`config.mk`:
```
export PLATFORM = sky130hd
export DESIGN_NAME = clk_chan_bank
export DESIGN_NICKNAME = d
export VERILOG_FILES = /design/src/rtl/clk_chan_pkg.sv /design/src/rtl/clk_chan_ctrl.sv /design/src/rtl/clk_chan_datapath.sv /design/src/rtl/clk_chan_bank.sv
export SDC_FILE = /design/constraint.sdc
export NUM_CORES = 1
export LEC_CHECK = 0
export BUFFER_PORTS_ARGS = -buffer_cell sky130_fd_sc_hd__buf_4
export CORE_MARGIN = 2
export CORE_UTILIZATION = 50
export CTS_CLUSTER_SIZE = 16
export DETAILED_ROUTE_END_ITERATION = 6
export PLACE_DENSITY = 0.8
export SKIP_LAST_GASP = 1
export SYNTH_ARGS = -nofsm -noshare
export SYNTH_HDL_FRONTEND = slang
export SYNTH_HIERARCHICAL = 1
export SYNTH_SLANG_ARGS = --single-unit
```
`constraint.sdc`:
```
create_clock -name clk -period 3.6 [get_ports clk]
set_input_delay 0.36 -clock clk [delete_from_list [all_inputs] [get_ports clk]]
set_output_delay 0.36 -clock clk [all_outputs]
set_load 0.01 [all_outputs]
```
`src/rtl/clk_chan_pkg.sv`:
```
package clk_chan_pkg;
  localparam int ID_W  = 6;
  localparam int GEN_W = 4;

  typedef struct packed {
    logic [GEN_W-1:0] gen;
    logic             en;
    logic             lock;
  } chanEntry_t;

  typedef struct packed {
    logic             pwrClr;
    logic             userClr;
    logic             selLoad;
    logic             entryWr;
    logic [ID_W-1:0]  id;
    logic [GEN_W-1:0] gen;
    logic             en;
    logic             lock;
  } ctlStrobe_t;
endpackage

```
`src/rtl/clk_chan_ctrl.sv`:
```
module clk_chan_ctrl
  import clk_chan_pkg::*;
#(
  parameter int NUM_CH = 28
) (
  input  logic             pwrRst,
  input  logic             userRst,
  input  logic             wrValid,
  input  logic             wrSelOnly,
  input  logic [ID_W-1:0]  wrId,
  input  logic [GEN_W-1:0] wrGen,
  input  logic             wrEn,
  input  logic             wrLock,
  output ctlStrobe_t       stb
);
  localparam logic [ID_W-1:0] LAST_ID = ID_W'(NUM_CH - 1);

  logic anyRst;
  logic idValid;

  always_comb begin
    anyRst      = pwrRst | userRst;
    idValid     = (wrId <= LAST_ID);
    stb.pwrClr  = pwrRst;
    stb.userClr = userRst & ~pwrRst;
    stb.selLoad = wrValid & ~anyRst;
    stb.entryWr = wrValid & ~anyRst & ~wrSelOnly & idValid;
    stb.id      = wrId;
    stb.gen     = wrGen;
    stb.en      = wrEn;
    stb.lock    = wrLock;
  end
endmodule

```
`src/rtl/clk_chan_datapath.sv`:
```
module clk_chan_datapath
  import clk_chan_pkg::*;
#(
  parameter int NUM_CH      = 28,
  parameter int WDT_ID      = 1,
  parameter int RTC_ID      = 2,
  parameter int WDT_GEN_RST = 2
) (
  input  logic                    clk,
  input  ctlStrobe_t              stb,
  input  logic                    nvmWdtEn,
  input  logic                    nvmWdtKeep,
  output logic [GEN_W-1:0]        rdGen,
  output logic                    rdEn,
  output logic                    rdLock,
  output logic [NUM_CH*GEN_W-1:0] chanGen,
  output logic [NUM_CH-1:0]       chanEn
);
  localparam logic [GEN_W-1:0] WDT_GEN = GEN_W'(WDT_GEN_RST);

  chanEntry_t      entries [NUM_CH];
  logic [ID_W-1:0] selId;
  chanEntry_t      rdEntry;

  always_ff @(posedge clk) begin
    if (stb.pwrClr || stb.userClr) selId <= '0;
    else if (stb.selLoad)          selId <= stb.id;
  end

  always_comb begin
    rdEntry = '0;
    for (int i = 0; i < NUM_CH; i++)
      if (selId == ID_W'(i)) rdEntry = entries[i];
  end

  assign rdGen  = rdEntry.gen;
  assign rdEn   = rdEntry.en;
  assign rdLock = rdEntry.lock;

  for (genvar ch = 0; ch < NUM_CH; ch++) begin : g_chan
    localparam logic [ID_W-1:0] MY_ID = ID_W'(ch);
    logic wrHit;
    assign wrHit = stb.entryWr && (stb.id == MY_ID) && !entries[ch].lock;

    if (ch == WDT_ID) begin : g_wdt
      always_ff @(posedge clk) begin
        if (stb.pwrClr) begin
          entries[ch].gen  <= WDT_GEN;
          entries[ch].en   <= nvmWdtEn;
          entries[ch].lock <= nvmWdtKeep;
        end else if (stb.userClr) begin
          if (!entries[ch].lock) begin
            entries[ch].gen <= WDT_GEN;
            entries[ch].en  <= nvmWdtEn;
          end
        end else if (wrHit) begin
          entries[ch] <= '{gen: stb.gen, en: stb.en, lock: stb.lock};
        end
      end

      assert_wdt_power_R2: assert property (@(posedge clk) disable iff (stb.pwrClr)
        $fell(stb.pwrClr) |-> (entries[ch].gen == WDT_GEN &&
                               entries[ch].en == $past(nvmWdtEn) &&
                               entries[ch].lock == $past(nvmWdtKeep)));
      assert_wdt_user_R5: assert property (@(posedge clk) disable iff (stb.pwrClr)
        (stb.userClr && !entries[ch].lock) |=> (entries[ch].gen == WDT_GEN &&
                                                entries[ch].en == $past(nvmWdtEn)));
    end else if (ch == RTC_ID) begin : g_rtc
      always_ff @(posedge clk) begin
        if (stb.pwrClr) begin
          entries[ch] <= '0;
        end else if (stb.userClr) begin
          if (!entries[ch].lock && !entries[ch].en) begin
            entries[ch].gen <= '0;
            entries[ch].en  <= 1'b0;
          end
        end else if (wrHit) begin
          entries[ch] <= '{gen: stb.gen, en: stb.en, lock: stb.lock};
        end
      end

      assert_rtc_keep_R4: assert property (@(posedge clk) disable iff (stb.pwrClr)
        (stb.userClr && (entries[ch].lock || entries[ch].en)) |=>
          ($stable(entries[ch].gen) && $stable(entries[ch].en)));
    end else begin : g_plain
      always_ff @(posedge clk) begin
        if (stb.pwrClr) begin
          entries[ch] <= '0;
        end else if (stb.userClr) begin
          if (!entries[ch].lock) begin
            entries[ch].gen <= '0;
            entries[ch].en  <= 1'b0;
          end
        end else if (wrHit) begin
          entries[ch] <= '{gen: stb.gen, en: stb.en, lock: stb.lock};
        end
      end

      assert_plain_user_R3: assert property (@(posedge clk) disable iff (stb.pwrClr)
        (stb.userClr && !entries[ch].lock) |=> (entries[ch].gen == '0 && !entries[ch].en));
    end

    assign chanGen[ch*GEN_W +: GEN_W] = entries[ch].gen;
    assign chanEn[ch]                 = entries[ch].en;

    assert_lock_sticky_R8: assert property (@(posedge clk) disable iff (stb.pwrClr)
      entries[ch].lock |=> entries[ch].lock);
    assert_locked_write_R8: assert property (@(posedge clk) disable iff (stb.pwrClr)
      (stb.entryWr && stb.id == MY_ID && entries[ch].lock) |=>
        ($stable(entries[ch].gen) && $stable(entries[ch].en)));
    assert_user_lock_R6: assert property (@(posedge clk) disable iff (stb.pwrClr)
      stb.userClr |=> $stable(entries[ch].lock));
  end
endmodule

```
`src/rtl/clk_chan_bank.sv`:
```
module clk_chan_bank
  import clk_chan_pkg::*;
#(
  parameter int NUM_CH      = 28,
  parameter int WDT_ID      = 1,
  parameter int RTC_ID      = 2,
  parameter int WDT_GEN_RST = 2
) (
  input  logic                    clk,
  input  logic                    pwrRst,
  input  logic                    userRst,
  input  logic                    nvmWdtEn,
  input  logic                    nvmWdtKeep,
  input  logic                    wrValid,
  input  logic                    wrSelOnly,
  input  logic [ID_W-1:0]         wrId,
  input  logic [GEN_W-1:0]        wrGen,
  input  logic                    wrEn,
  input  logic                    wrLock,
  output logic [GEN_W-1:0]        rdGen,
  output logic                    rdEn,
  output logic                    rdLock,
  output logic [NUM_CH*GEN_W-1:0] chanGen,
  output logic [NUM_CH-1:0]       chanEn
);
  ctlStrobe_t stb;

  clk_chan_ctrl #(.NUM_CH(NUM_CH)) i_ctrl (
    .pwrRst(pwrRst), .userRst(userRst), .wrValid(wrValid), .wrSelOnly(wrSelOnly),
    .wrId(wrId), .wrGen(wrGen), .wrEn(wrEn), .wrLock(wrLock), .stb(stb)
  );

  clk_chan_datapath #(
    .NUM_CH(NUM_CH), .WDT_ID(WDT_ID), .RTC_ID(RTC_ID), .WDT_GEN_RST(WDT_GEN_RST)
  ) i_data (
    .clk(clk), .stb(stb), .nvmWdtEn(nvmWdtEn), .nvmWdtKeep(nvmWdtKeep),
    .rdGen(rdGen), .rdEn(rdEn), .rdLock(rdLock), .chanGen(chanGen), .chanEn(chanEn)
  );

  assert_both_reset_R11: assert property (@(posedge clk)
    (pwrRst && userRst) |=> (rdGen == '0 && !rdEn && !rdLock));
endmodule

```
==> impl_metrics.ini <==
[final_layout]
diodes = 0
area_delta_synth_final_pct = 9.34
post-route-util_pct = 56.1
final_common_cell = buf_4
fin_nets = 1016
mostFrequentLayoutCells = buf_4, edfxtp_1, and2_1, nor2_1, nor3_1
drive_gt1_share_pct = 24.6
finalNonFillerCells = 1276

[min_path]
worstHoldPathType = in -> reg
hold_start = wrId[2]
hold_end = i_data/selId[2]$_SDFFE_PP0P_
whs_path_depth = 3

[floorplanning]
start_util_pct = 51.3
rows = 52
io_pins = 165
die_height_um = 149
core_mm2 = 0.0204
die_width_um = 149
design.die.area_mm2 = 0.0221

[logic_synthesis]
syn_inst = 988
synth_area_per_cell_um2 = 10.6
ys_ff_latch = 174
ys_top_cells_by_area = edfxtp_1, buf_4, and2_1
ys_async_sr_fraction_pct = 0
synth_edf_count = 168
synth_area_mm2 = 0.0104
yosysWarnings = 6
ys.flop_type = edfxtp_1
yosysUniqueCellTypes = 71
synth_top_area_share_pct = 48.3
yosys.area.top_type = edfxtp_1
yosysSeqAreaShare_pct = 49.5
syn-num-nets = 1007

[sta]
worst_pin_slew_ns = 0.688
worst_clock_skew_ns = 0.00845
timing.fmax_ghz = 0.289
slew_violations = 0
rsz0062_at_grt = no
hold_violations = 0
min_period_ns = 3.46
timing.slew.headroom_pct = 53.8
fin_crit_sh_pct = 96.0
worst_slack_ns = 0.143
finalSetupViolCount = 0
tns_ns = 0

[critical_path]
cp.required_ns = 3.24
regToRegStartpoint = i_data/entries[0][84]$_DFFE_PP_
critPathMaxFanout = 14
critical_path_class = reg -> out
crit_arrival_ns = 3.10
cp-start-kind = flip-flop
ff2ff_setup_slack_ns = 2.17
r2r_end = i_data/entries[0][88]$_SDFFCE_PN0P_
end_kind = output port
r2r_cells = 2

[global_route]
grt-ovfl-total = 0
grt_pass1_vias = 7169
grt_max_degree = 36
antenna_found_initial = 0
grtUsageTotal_pct = 27.9
grt_pass1_wl_um = 45000

[routing]
num_vias = 7791
drc_errors = 0
drt_iter0_markers = 842
wirelength_um = 31200
via_per_inst = 6.11
ant_nets = 0
wl_per_cell_um = 24.5
firstDrtPassIters = 6

[clock_network]
cts.sinks = 174
cts_tree = done
cts_made_buffers = 17
cts_buffer_depth = 2
cts_root_buffer = clkbuf_16
post_cts_buffers = 0
h-tree-depth = 4
cts_resized = 0
worst_skew_pair.late_latency_ns = 0.44
ctsHoldBuffers = 0
clkTransAtPathRegs_ns = 0.06

[placed_design]
routabilityCongestion = 0.988
dp_cells = 1248
dp.final_hpwl_um = 22400
detailedPlace.worstSlack_ns = 0.577
port_buffers = 164

[pwr]
ir_drop_v = 0.000335
power_density_mw_per_mm2 = 409
power.leakage_nw = 4.56
total_power_mw = 4.67

[flow_run]
cap_violations = 0

[status]
status = finished, final reports clean
==> layer usage <==
metal  part of all wire, %  GRT usage (%)  vias to the layer above
li1                      -              -                     3418
met1                    41           39.8                     3825
met2                    46           44.0                      496
met3                    11           5.21                       52
met4                   2.1           7.33                        0
met5                     0              0                        -
==> cell usage after synthesis, types with 8 or more instances <==
cell,number
buf_2,14
a31oi_1,8
and2_1,167
nand3_1,20
a21o_1,31
a32oi_1,8
o22ai_1,17
clkbuf_1,29
a22oi_1,13
nand2_1,36
mux2_2,9
nor3_1,39
buf_4,157
nor2_1,68
o21bai_1,28
a21oi_1,14
nand2b_1,8
mux2i_1,19
nor2b_1,11
edfxtp_1,168
o21ai_0,17
==> where the power goes <==
part,total (mW),switching [mW],internal [mW]
clock,1.82,0.751,1.07
combinational,0.451,0.266,0.184
sequential,2.40,0.0919,2.31
total,4.67,1.11,3.56
==> layout make-up <==
class,count,area (um^2)
inverters,8,30.0
clock buffers,19,433
multi-input cells,600,3850
repair buffers,196,1470
clock inverters,9,123
flip-flops and latches,174,5170
fillers,1752,8950
well taps,270,338
==> critical path: stages (launching register included) <==
cell and delay [ns]:
dfxtp_1 0.65, buf_4 0.29, nand4bb_1 0.33, nor2_1 0.14
a221oi_1 0.30, nor4b_1 0.51, o2111ai_1 0.23, buf_4 0.20
==> logic make-up after synthesis <==
logic type / count (synthesis) / synth area share, %
AO/OA/AOI/OAI: 176 / 12.3
flip-flops: 174 / 49.5
AND/OR/NAND/NOR: 395 / 21.6
XOR/XNOR: 1 / 0.0839
buffers and inverters: 214 / 13.7
multiplexers: 28 / 2.79
==> registers in the layout (all words and copies together), names as in the netlist <==
register,cells
i_data/selId,6
i_data/entries,168
==> stage by stage <==
| step | hold WS [ns] | instance area, um^2 |
|---|---|---|
| floorplan | 0.580 | 10400 |
| global placement | 0.636 | 10900 |
| detailed placement | 0.641 | 10900 |
| CTS | 0.190 | 11400 |
| global route | 0.212 | 11400 |
| finish | 0.210 | 11400 |
==> worst max path at each step <==
| stage | from | to | cells after the start |
|---|---|---|---|
| detailed placement | i_data/selId[0]$_SDFFE_PP0P_ | rdLock | 8 |
| global placement | i_data/selId[4]$_SDFFE_PP0P_ | rdGen[3] | 7 |
| global route | i_data/selId[0]$_SDFFE_PP0P_ | rdEn | 7 |
| finish | i_data/selId[5]$_SDFFE_PP0P_ | rdEn | 7 |
| floorplan | userRst | i_data/entries[0][6]$_DFFE_PP_ | 7 |
| CTS | i_data/selId[0]$_SDFFE_PP0P_ | rdLock | 8 |
Power figures use the tool's default switching activity.
